--- src/rtl/fpstat_pkg.sv ---
package fpstat_pkg;

    localparam int WORD_W  = 32;
    localparam int CC_W    = 4;
    localparam int QMAG_W  = 7;
    localparam int QUO_W   = QMAG_W + 1;
    localparam int EXC_W   = 8;
    localparam int ACC_W   = 8;
    localparam int ACC_LSB = 0;
    localparam int EXC_LSB = ACC_LSB + ACC_W;
    localparam int QUO_LSB = EXC_LSB + EXC_W;
    localparam int CC_LSB  = QUO_LSB + QUO_W;
    localparam int RSV_LSB = CC_LSB + CC_W;
    localparam int RSV_W   = WORD_W - RSV_LSB;

    typedef enum logic [2:0] {
        OPC_ARITH  = 3'd0,
        OPC_MODREM = 3'd1,
        OPC_STORE  = 3'd2,
        OPC_MULTI  = 3'd3,
        OPC_CTRL   = 3'd4
    } op_class_e;

    typedef struct packed {
        logic n;
        logic z;
        logic inf;
        logic nan;
    } cc_t;

    typedef struct packed {
        logic sign;
        logic zero;
        logic inf;
        logic nan;
    } res_class_t;

    typedef struct packed {
        logic              sign;
        logic [QMAG_W-1:0] mag;
    } quo_t;

    function automatic logic class_loads_cc(input logic [2:0] c);
        return (c == OPC_ARITH) || (c == OPC_MODREM);
    endfunction

    function automatic logic class_loads_quo(input logic [2:0] c);
        return c == OPC_MODREM;
    endfunction

    function automatic logic class_loads_exc(input logic [2:0] c);
        return (c == OPC_ARITH) || (c == OPC_MODREM) || (c == OPC_STORE);
    endfunction

    function automatic cc_t classify(input res_class_t r);
        cc_t c;
        c.n   = r.sign;
        c.nan = r.nan;
        c.z   = r.zero & ~r.nan;
        c.inf = r.inf & ~r.nan & ~r.zero;
        return c;
    endfunction

endpackage

--- src/rtl/fpstat_field.sv ---
module fpstat_field #(
    parameter int W = 8
) (
    input  logic         clk,
    input  logic         rst,
    input  logic         sw_ld,
    input  logic [W-1:0] sw_val,
    input  logic         op_ld,
    input  logic [W-1:0] op_val,
    output logic [W-1:0] q
);
    always_ff @(posedge clk) begin
        if (rst)        q <= '0;
        else if (sw_ld) q <= sw_val;
        else if (op_ld) q <= op_val;
    end
endmodule

--- src/rtl/fpstat_pred.sv ---
module fpstat_pred
    import fpstat_pkg::*;
(
    input  cc_t  cc,
    output logic eq,
    output logic un,
    output logic gt,
    output logic lt
);
    always_comb begin
        eq = cc.z;
        un = cc.nan;
        gt = ~(cc.nan | cc.z | cc.n);
        lt = cc.n & ~(cc.nan | cc.z);
    end
endmodule

--- src/rtl/fpstat_unit.sv ---
module fpstat_unit
    import fpstat_pkg::*;
(
    input  logic              clk,
    input  logic              rst,
    input  logic              op_valid,
    input  logic [2:0]        op_class,
    input  logic              res_sign,
    input  logic              res_zero,
    input  logic              res_inf,
    input  logic              res_nan,
    input  logic              quo_sign,
    input  logic [QMAG_W-1:0] quo_mag,
    input  logic [EXC_W-1:0]  exc_flags,
    input  logic              sw_we,
    input  logic [WORD_W-1:0] sw_wdata,
    output logic [WORD_W-1:0] status_word,
    output logic              pred_eq,
    output logic              pred_un,
    output logic              pred_gt,
    output logic              pred_lt
);
    localparam int NFIELD = 4;
    localparam int FW_MAX = 8;

    res_class_t rcls;
    cc_t        cc_next;
    cc_t        cc_q;
    quo_t       quo_next;

    logic [NFIELD-1:0]              op_ld;
    logic [NFIELD-1:0][FW_MAX-1:0]  op_val;
    logic [NFIELD-1:0][FW_MAX-1:0]  sw_val;
    logic [NFIELD-1:0][FW_MAX-1:0]  fq;

    localparam int FIELD_W   [NFIELD] = '{CC_W, QUO_W, EXC_W, ACC_W};
    localparam int FIELD_LSB [NFIELD] = '{CC_LSB, QUO_LSB, EXC_LSB, ACC_LSB};

    always_comb begin
        rcls     = '{sign: res_sign, zero: res_zero, inf: res_inf, nan: res_nan};
        cc_next  = classify(rcls);
        quo_next = '{sign: quo_sign, mag: quo_mag};

        op_ld[0] = op_valid & class_loads_cc(op_class);
        op_ld[1] = op_valid & class_loads_quo(op_class);
        op_ld[2] = op_valid & class_loads_exc(op_class);
        op_ld[3] = 1'b0;

        op_val    = '0;
        op_val[0][CC_W-1:0]  = cc_next;
        op_val[1][QUO_W-1:0] = quo_next;
        op_val[2][EXC_W-1:0] = exc_flags;
    end

    for (genvar i = 0; i < NFIELD; i++) begin : g_field
        localparam int W   = FIELD_W[i];
        localparam int LSB = FIELD_LSB[i];
        logic [W-1:0] q_i;

        always_comb begin
            sw_val[i]        = '0;
            sw_val[i][W-1:0] = sw_wdata[LSB +: W];
            fq[i]            = '0;
            fq[i][W-1:0]     = q_i;
        end

        fpstat_field #(.W(W)) u_fld (
            .clk    (clk),
            .rst    (rst),
            .sw_ld  (sw_we),
            .sw_val (sw_val[i][W-1:0]),
            .op_ld  (op_ld[i]),
            .op_val (op_val[i][W-1:0]),
            .q      (q_i)
        );
    end

    always_comb begin
        cc_q        = cc_t'(fq[0][CC_W-1:0]);
        status_word = {{RSV_W{1'b0}},
                       fq[0][CC_W-1:0],
                       fq[1][QUO_W-1:0],
                       fq[2][EXC_W-1:0],
                       fq[3][ACC_W-1:0]};
    end

    fpstat_pred u_pred (
        .cc (cc_q),
        .eq (pred_eq),
        .un (pred_un),
        .gt (pred_gt),
        .lt (pred_lt)
    );
endmodule

--- config.mk ---
export PLATFORM = sky130hd
export DESIGN_NAME = fpstat_unit
export DESIGN_NICKNAME = d
export VERILOG_FILES = /design/src/rtl/fpstat_pkg.sv /design/src/rtl/fpstat_field.sv /design/src/rtl/fpstat_pred.sv /design/src/rtl/fpstat_unit.sv
export SDC_FILE = /design/constraint.sdc
export NUM_CORES = 1
export LEC_CHECK = 0
export CORE_ASPECT_RATIO = 0.75
export CORE_MARGIN = 10
export CORE_UTILIZATION = 35
export CTS_CLUSTER_DIAMETER = 40
export DETAILED_ROUTE_END_ITERATION = 12
export PLACE_DENSITY = 0.82
export SLEW_MARGIN = 40
export SYNTH_ARGS = -nofsm -noshare
export SYNTH_HDL_FRONTEND = slang
export SYNTH_HIERARCHICAL = 1
export SYNTH_SLANG_ARGS = --single-unit
--- constraint.sdc ---
create_clock -name clk -period 1.1 [get_ports clk]
set_input_delay 0.165 -clock clk [delete_from_list [all_inputs] [get_ports clk]]
set_output_delay 0.165 -clock clk [all_outputs]
set_load 0.005 [all_outputs]
# Word-level counts from Yosys, hierarchy flattened
# Cells that the tools add are included.
op_classes:
  addsub: 0
  multipliers: 0
  n_div: 0
  n_lt_le_gt_ge: 0
  eq_ne: 2
  shift: 0
  n_mux: 6
  bitwise_logic: 13
  reduce_logical: 6
ops:
  columns: ["op", "n"]
  rows:
  - ["$mux 8", 4]
  - ["$mux 4", 2]
  - ["$and 1x1->1", 7]
  - ["$reduce_bool 2->1", 3]
  - ["$not 1->1", 4]
  - ["$eq 3x1->1 const B", 1]
  - ["$eq 3x2->1 const B", 1]
  - ["$logic_not 3->1", 1]
  - ["$logic_or 1x1->1", 2]
  - ["$or 1x1->1", 2]
word_totals:
  reg_bits: 28
  latch_bits: 0
  ramBits: 0
  romBits: 0
  in_bits: 59
  output_inout_bits: 36
  elab_cells: 31
  memories: 0

# Longest topological paths before layout
# Gate-level depths: netlist of the first run.
logic_depth:
  word_depth: 6
  depth_mapped: 5
  mapped_depth_nobuf: 4

# Cells and area by module
# Netlist of the first run, hierarchy kept.
by_module_without_submodules:
  columns: ["mod", "instances", "cells_per_inst", "area_per_inst_um2", "seq_area_each_um2"]
  rows:
  - ["fpstat_field at g_field[1].u_fld ...", 3, 35, 369.1, 160.2]
  - ["fpstat_field at g_field[0].u_fld", 1, 18, 190.2, 80.1]
  - ["fpstat_unit", 1, 11, 82.6, 0.0]
  - ["fpstat_pred", 1, 4, 37.5, 0.0]

# Worst setup path before layout of the first run
# OpenSTA, ideal clock, no wires.
synth_path:
  path_type: "input to register"
  startpoint: "input port op_class[2]"
  endpoint: "register g_field[1].u_fld.q[0]"
  setup_ns: 0.130
  t_arrival_ns: 0.886
  required_ns: 0.970
  slack_ns: 0.084
  cell_stages: 5
  n_path_buf: 1
  path_cell_list: "nand2b_4 nor3b_2 buf_6 mux2i_1 a211oi_1"
synth_between:
  elab_chain_len: 3
synth_rtl:
  columns: ["element", "line_no", "text"]
  rows:
  - ["start, declared", "fpstat_unit.sv:7", "input logic [2:0] op_class,"]
  - ["$eq 3x1->1", "fpstat_pkg.sv:48", "return c == OPC_MODREM;"]
  - ["$and 1x1->1", "fpstat_unit.sv:45", "op_ld[1] = op_valid & class_loads_quo(op_class);"]
  - ["net op_ld[1]", "fpstat_unit.sv:31", "logic [NFIELD-1:0] op_ld;"]
  - ["$reduce_bool 2->1 (no source line)", null, null]
  - ["end signal, assigned", "fpstat_field.sv:14", "else if (sw_ld) q <= sw_val;"]
  - ["end signal, assigned", "fpstat_field.sv:15", "else if (op_ld) q <= op_val;"]
  - ["end, declared", "fpstat_field.sv:10", "output logic [W-1:0] q"]
# The timed path passes the listed nets, and every way through them passes these cells.
# A chain may end at the register's enable or synchronous reset.

# Final worst setup path of the first run
layout_path:
  startpoint: "register g_field[0].u_fld.q[3]"
  endpoint: "output port pred_lt"
layout_between:
  elab_chain_len: 1
layout_rtl:
  columns: ["element", "line_no", "text"]
  rows:
  - ["start, declared", "fpstat_field.sv:10", null]
  - ["start signal, assigned", "fpstat_field.sv:14", null]
  - ["start signal, assigned", "fpstat_field.sv:15", null]
  - ["$and 1x1->1", "fpstat_pred.sv:14", "lt = cc.n & ~(cc.nan | cc.z);"]
  - ["end, declared", "fpstat_unit.sv:21", "output logic pred_lt"]
# Every way passes these cells.

==> reports/qor.yml, run 1 <==
outcome:
  outcome: "finished, violations left"
  violations: "negative setup slack"
grt:
  antenna_found_initial: 0
  grt_max_degree: 33
  grt_pass1_wl_um: 6840
  grt_pass1_vias: 1320
  track_usage_pct: 12.1
  grt.overflow.total: 0
hold_path:
  hold_path.class: "input pin to flop"
  min_to: "g_field[0].u_fld/q[2]"
  hp-start: "sw_wdata[26]"
  hold_path_depth: 3
final_layout:
  layout_commonest_cell: "clkdlybuf4s50_1"
  fill_cells: 317
  fin_util_pct: 63.5
  largest_register: "g_field.u_fld/q"
  drive_above_1_share_pct: 13.7
  syn2layout_area_growth_pct: 69.3
  final_cell_mix: "clkdlybuf4s50_1, nor2b_1, dlygate4sd2_1"
  top_regs: "g_field.u_fld/q x28"
  finish.net_count: 295
  largest_reg_flops: 28
  n_antenna_cell: 0
floorplanning:
  die_height_um: 75.1
  initial_utilization_pct: 37.5
  rows: 19
  die_w_um: 93.5
  ios: 95
  dieArea_mm2: 0.00702
  core_area_mm2: 0.00378
cts:
  htree_levels: 1
  cts_sinks: 28
  clk_latency_ns: 0.26
  path_clk_slew_ns: 0.09
  cts_buffer_depth: 2
  cts_buffers: 3
  root_buffer: "clkbuf_8"
  cts_tree: "yes"
placement:
  finalWeightedCongestion: 0.735
  place_hpwl_um: 3420
  portBuffers: 86
worst_setup_path:
  worstPathRequired_ns: 0.94
  r2r_start: "g_field[0].u_fld/q[2]"
  path_max_fanout: 2
  worst_setup_path_start_kind: "flop"
  reg2reg_depth: 3
  r2r_end: "g_field[0].u_fld/q[2]"
  end_kind: "output port"
  crit_type: "flop to output port"
  cp_data_arrival_time_ns: 0.99
  r2r_slack_ns: 0.27
power:
  p_leak_nw: 1.01
  cellPowerDensity_mw_per_mm2: 955
  power_mw: 2.29
  peakVddDrop_v: 0.000789
sta:
  skew_ns: 0
  rsz0062_at_grt: "yes"
  finalCritPeriodShare_pct: 105
  drv_slew: 0
  layout_setup_ws_ns: -0.0542
  hold_viol_final: 0
  finalSetupViolCount: 2
  timing.final.crit_period_ns: 1.15
  fmax_ghz: 0.866
yosys:
  ys_seq_area_share_pct: 39.5
  synth-seq-cells: 28
  netlist_instances: 138
  ys_types: 16
  synth_warnings: 6
  syn-cell-area_mm2: 0.00142
  postSynthAreaPerCell_um2: 10.3
routing:
  wl_per_cell_um: 15.4
  vias_per_cell: 4.45
  drt_first_iter_violations: 55
  ant_nets: 0
  drtPass1Iterations: 4
  vias: 1272
  drc: 0
  routed_wl_um: 4400
run:
  cap_violations: 0
[cell usage after synthesis]
library cell	instances	area share, %
inv_2	3	0.79
a21oi_1	1	0.35
conb_1	1	0.26
buf_6	4	3.2
nor2b_1	29	13
nand2b_4	1	0.97
nor3b_2	2	1.8
buf_4	6	3.2
nor3_2	1	0.71
inv_1	1	0.26
mux2i_1	28	20
dfxtp_1	28	40
a211oi_1	28	15
buf_1	3	0.79
nor2_1	1	0.26
nor3b_1	1	0.53
[metrics by stage]
stage / cell area (µm²) / hold slack, ns / setup slack [ns] / std cells / setup TNS, ns
final: 2400 / 0.487 / -0.0542 / 286 / -0.0892
after CTS: 2380 / 0.482 / -0.0924 / 286 / -0.181
after global routing: 2400 / 0.490 / -0.128 / 286 / -0.253
after detailed placement: 2360 / 0.542 / -0.472 / 281 / -9.83
after floorplan: 1460 / 0.238 / 0.0843 / 150 / 0
after global placement: 2360 / 0.538 / -0.406 / 281 / -8.75
[per-layer routing]
layer / GRT usage [%] / part of all wire [%] / vias up
met5: 0 / 0 / -
met2: 20.4 / 47 / 46
met4: 1.54 / 0.30 / 0
met3: 5.86 / 11 / 2
li1: - / - / 670
met1: 14.2 / 41 / 554
[cells by family after synthesis]
group           Yosys count  share of synthesized area [%]
mux                      28                           19.8
other cells               1                          0.265
compound gates           29                           15.2
simple gates             35                           17.0
buf+inv                  17                           8.21
flops                    28                           39.5
[what timing repair did]
item	4_1_cts	5_1_grt
pin swaps	2	3
gates resized for setup	55	11
endpoints found under the setup margin	52	18
hold buffers	0	0
buffers inserted	2	0
[power by group]
group          switching [mW]  total (mW)  internal (mW)  leakage, nW
registers              0.0422        1.13           1.09        0.236
clock network           0.298       0.543          0.245       0.0216
logic                   0.224       0.614          0.390        0.750
total                   0.564        2.29           1.73         1.01
[worst max-delay path by stage]
| stage | startpoint | end | slack [ns] | cells past startpoint |
|---|---|---|---|---|
| floorplan | op_class[2] | g_field[1].u_fld/q[0] | 0.08 | 5 |
| global placement | op_valid | g_field[1].u_fld/q[2] | -0.41 | 6 |
| finish | g_field[0].u_fld/q[3] | pred_lt | -0.05 | 3 |
| detailed placement | op_valid | g_field[1].u_fld/q[6] | -0.47 | 6 |
| global route | g_field[0].u_fld/q[3] | pred_lt | -0.13 | 3 |
| CTS | g_field[0].u_fld/q[2] | pred_gt | -0.09 | 3 |
[worst max-delay path, stage by stage, from the launching register on]
cell,delay (ns)
dfxtp_2,0.34
buf_6,0.09
nor3b_2,0.15
buf_2,0.14
[cell type report]
type / instances / area, µm² / area share, %
clock buffers: 3 / 41.3 / 1.72
inverters: 4 / 15.0 / 0.626
flip-flops and latches: 28 / 576 / 24.0
multi-input cells: 105 / 801 / 33.4
repair buffers: 94 / 902 / 37.6
well taps: 52 / 65.1 / 2.71
Note: power is estimated with default switching activity, not from simulation.
==> run 2: changes to the inputs <==
==> constraint.sdc (replaced) <==
create_clock -name clk -period 1.1 [get_ports clk]
set_input_delay 0.165 -clock clk [delete_from_list [all_inputs] [get_ports clk]]
set_output_delay 0.165 -clock clk [all_outputs]
set_load 0.02 [all_outputs]
==> run 2 against run 1 <==
  * The run still ends with negative setup slack left
  * Largest cell class unchanged
  * Utilization shrank 0.53 points
  * Global-route usage grew 0.40 points
  * Critical path type unchanged
  * Highest routed layer unchanged
  * Largest power group unchanged
  * Die area is the same
==> reports/qor.yml, run 2 (same netlist as run 1, synthesis figures left out) <==
final_layout:
  largest_register: "g_field.u_fld/q"  # unchanged
  syn2layout_area_growth_pct: 67.9  # was 69.3%
  finish.net_count: 294  # was 295
  drive_above_1_share_pct: 23.9  # was 13.7%
  n_antenna_cell: 0  # unchanged
  top_regs: "g_field.u_fld/q x28"  # unchanged
  fill_cells: 346  # was 317
  final_cell_mix: "clkdlybuf4s50_1, nor2b_1, mux2i_1, a211oi_1, dfxtp_1"  # was clkdlybuf4s50_1, nor2b_1, dlygate4sd2_1
  largest_reg_flops: 28  # unchanged
  final_cells: 286  # unchanged
  layout_commonest_cell: "clkdlybuf4s50_1"  # unchanged
sta:
  fmax_ghz: 0.875  # was 0.866 GHz
  hold_viol_final: 0  # unchanged
  rsz0062_at_grt: "yes"  # unchanged
  finalSetupViolCount: 2  # unchanged
  layout_setup_ws_ns: -0.0431  # was -0.0542 ns
  fin_tns_setup_ns: -0.0570  # was -0.0892 ns
  timing.final.crit_period_ns: 1.14  # was 1.15 ns
  skew_ns: 0  # unchanged
  holdWs_ns: 0.485  # was 0.487 ns
  drv_slew: 0  # unchanged
  finalCritPeriodShare_pct: 104  # was 105%
routing:
  drt_first_iter_violations: 30  # was 55
  routed_wl_um: 4590  # was 4400 µm
  drtPass1Iterations: 3  # was 4
  drc: 0  # unchanged
  ant_nets: 0  # unchanged
  vias_per_cell: 4.63  # was 4.45
  wl_per_cell_um: 16.0  # was 15.4 µm
  vias: 1323  # was 1272
placement:
  finalWeightedCongestion: 0.729  # was 0.735
  portBuffers: 86  # unchanged
  placedCellCount: 282  # was 281
  place_hpwl_um: 3520  # was 3420 µm
outcome:
  violations: "negative setup slack"  # unchanged
  outcome: "finished, violations left"  # unchanged
floorplanning:
  die_w_um: 93.5  # unchanged
  ios: 95  # unchanged
  die_height_um: 75.1  # unchanged
  dieArea_mm2: 0.00702  # unchanged
  rows: 19  # unchanged
  initial_utilization_pct: 37.5  # unchanged
  core_area_mm2: 0.00378  # unchanged
cts:
  path_clk_slew_ns: 0.09  # about the same
  cts_buffers: 3  # unchanged
  cts_hold_buf: 0  # unchanged
  cts_sinks: 28  # unchanged
  cts_setup_buffers: 0  # was 2
  cts_buffer_depth: 2  # unchanged
  cts_tree: "yes"  # unchanged
  clk_latency_ns: 0.27  # was 0.26 ns
  htree_levels: 1  # unchanged
  root_buffer: "clkbuf_8"  # unchanged
run:
  cap_violations: 0  # unchanged
worst_setup_path:
  cpPeakStageDelay_ns: 0.36  # was 0.34 ns
  crit_path_top_delay_cell: "dfxtp_2"  # unchanged
  worst_setup_path_start_kind: "flop"  # unchanged
  critPathTopFamily: "flip-flops"  # unchanged
  path_max_fanout: 5  # was 2
  cp_data_arrival_time_ns: 0.98  # was 0.99 ns
  crit_type: "flop to output port"  # unchanged
  reg2reg_depth: 3  # unchanged
  path_buf_inv: 1  # was 2
  crit_chain: "nor3b_2, buf_4"  # was buf_6, nor3b_2, buf_2
  end_kind: "output port"  # unchanged
  worstPathRequired_ns: 0.94  # about the same
  cp.depth: 2  # was 3
hold_path:
  hold_path_depth: 3  # unchanged
  hold_path.class: "input pin to flop"  # unchanged
grt:
  track_usage_pct: 12.5  # was 12.1%
  grt_max_degree: 33  # unchanged
  grt_pass1_vias: 1381  # was 1320
  grt_pass1_wl_um: 6960  # was 6840 µm
  grt.overflow.total: 0  # unchanged
  antenna_found_initial: 0  # unchanged
power:
  power_mw: 2.50  # was 2.29 mW
  cellPowerDensity_mw_per_mm2: 1050  # was 955 mW/mm²
  peakVddDrop_v: 0.000589  # was 0.000789 V
  p_leak_nw: 0.950  # was 1.01 nW
## run 2: cell types whose count changed in the layout (fill, tap and decap cells not counted), sizes merged
| cell | previous run | this run |
|---|---|---|
| clkbuf | 5 | 8 |
| clkdlybuf4s15 | 4 | 12 |
| buf | 10 | 23 |
| dlygate4sd2 | 28 | 4 |
## run 2: worst min-delay path: cells and delay by family
family / cells / cell delay, ns
simple gates: 1 / 0.10
buf+inv: 1 / 0.40
compound gates: 1 / 0.05
## run 2: metrics by stage
step	setup WS (ns)	cell area, µm²	utilization (%)
after global placement	-0.407	2360	62.6
after CTS	-0.0522	2420	64.0
after floorplan	0.0843	1460	-
final	-0.0431	2380	63.0
after global routing	-0.101	2380	63.0
after detailed placement	-0.481	2360	62.6
## run 2: layout make-up
type / instances / area [µm²] / share of cell area, %
multi-input combinational: 105 / 805 / 33.8
inverter: 4 / 15.0 / 0.631
tap: 52 / 65.1 / 2.73
sequential: 28 / 569 / 23.9
clock buffer: 4 / 55.1 / 2.31
timing repair buffer: 93 / 871 / 36.6
## run 2: metal layers
layer  vias to the layer above  routed length [µm]  share of wire [%]  track usage [%]
met4                         0                  13               0.28             2.05
met3                         2                 400                8.7             5.96
li1                        672                   -                  -                -
met5                         -                   0                  0                0
met1                       601                1980                 43             13.6
met2                        48                2190                 48             22.3
## run 2: final timing paths
path | start | to | slack (ns)
max | g_field[0].u_fld/q[0] | pred_lt | -0.04
min | sw_wdata[27] | g_field[0].u_fld/q[3] | 0.49
min reg2reg | g_field[2].u_fld/q[5] | g_field[2].u_fld/q[5] | 0.56
max reg2reg | g_field[0].u_fld/q[3] | g_field[0].u_fld/q[3] | 0.23
## run 2: where the power goes
group / total (mW) / internal, mW / switching (mW)
Sequential: 1.14 / 1.09 / 0.0468
Combinational: 0.734 / 0.397 / 0.337
Clock: 0.632 / 0.320 / 0.312
## run 2: timing repair
item | CTS | global route
cloned | 0 | 0
setup endpoints to repair | 51 | 19
pin swaps | 2 | 2
resized for setup | 109 | 23
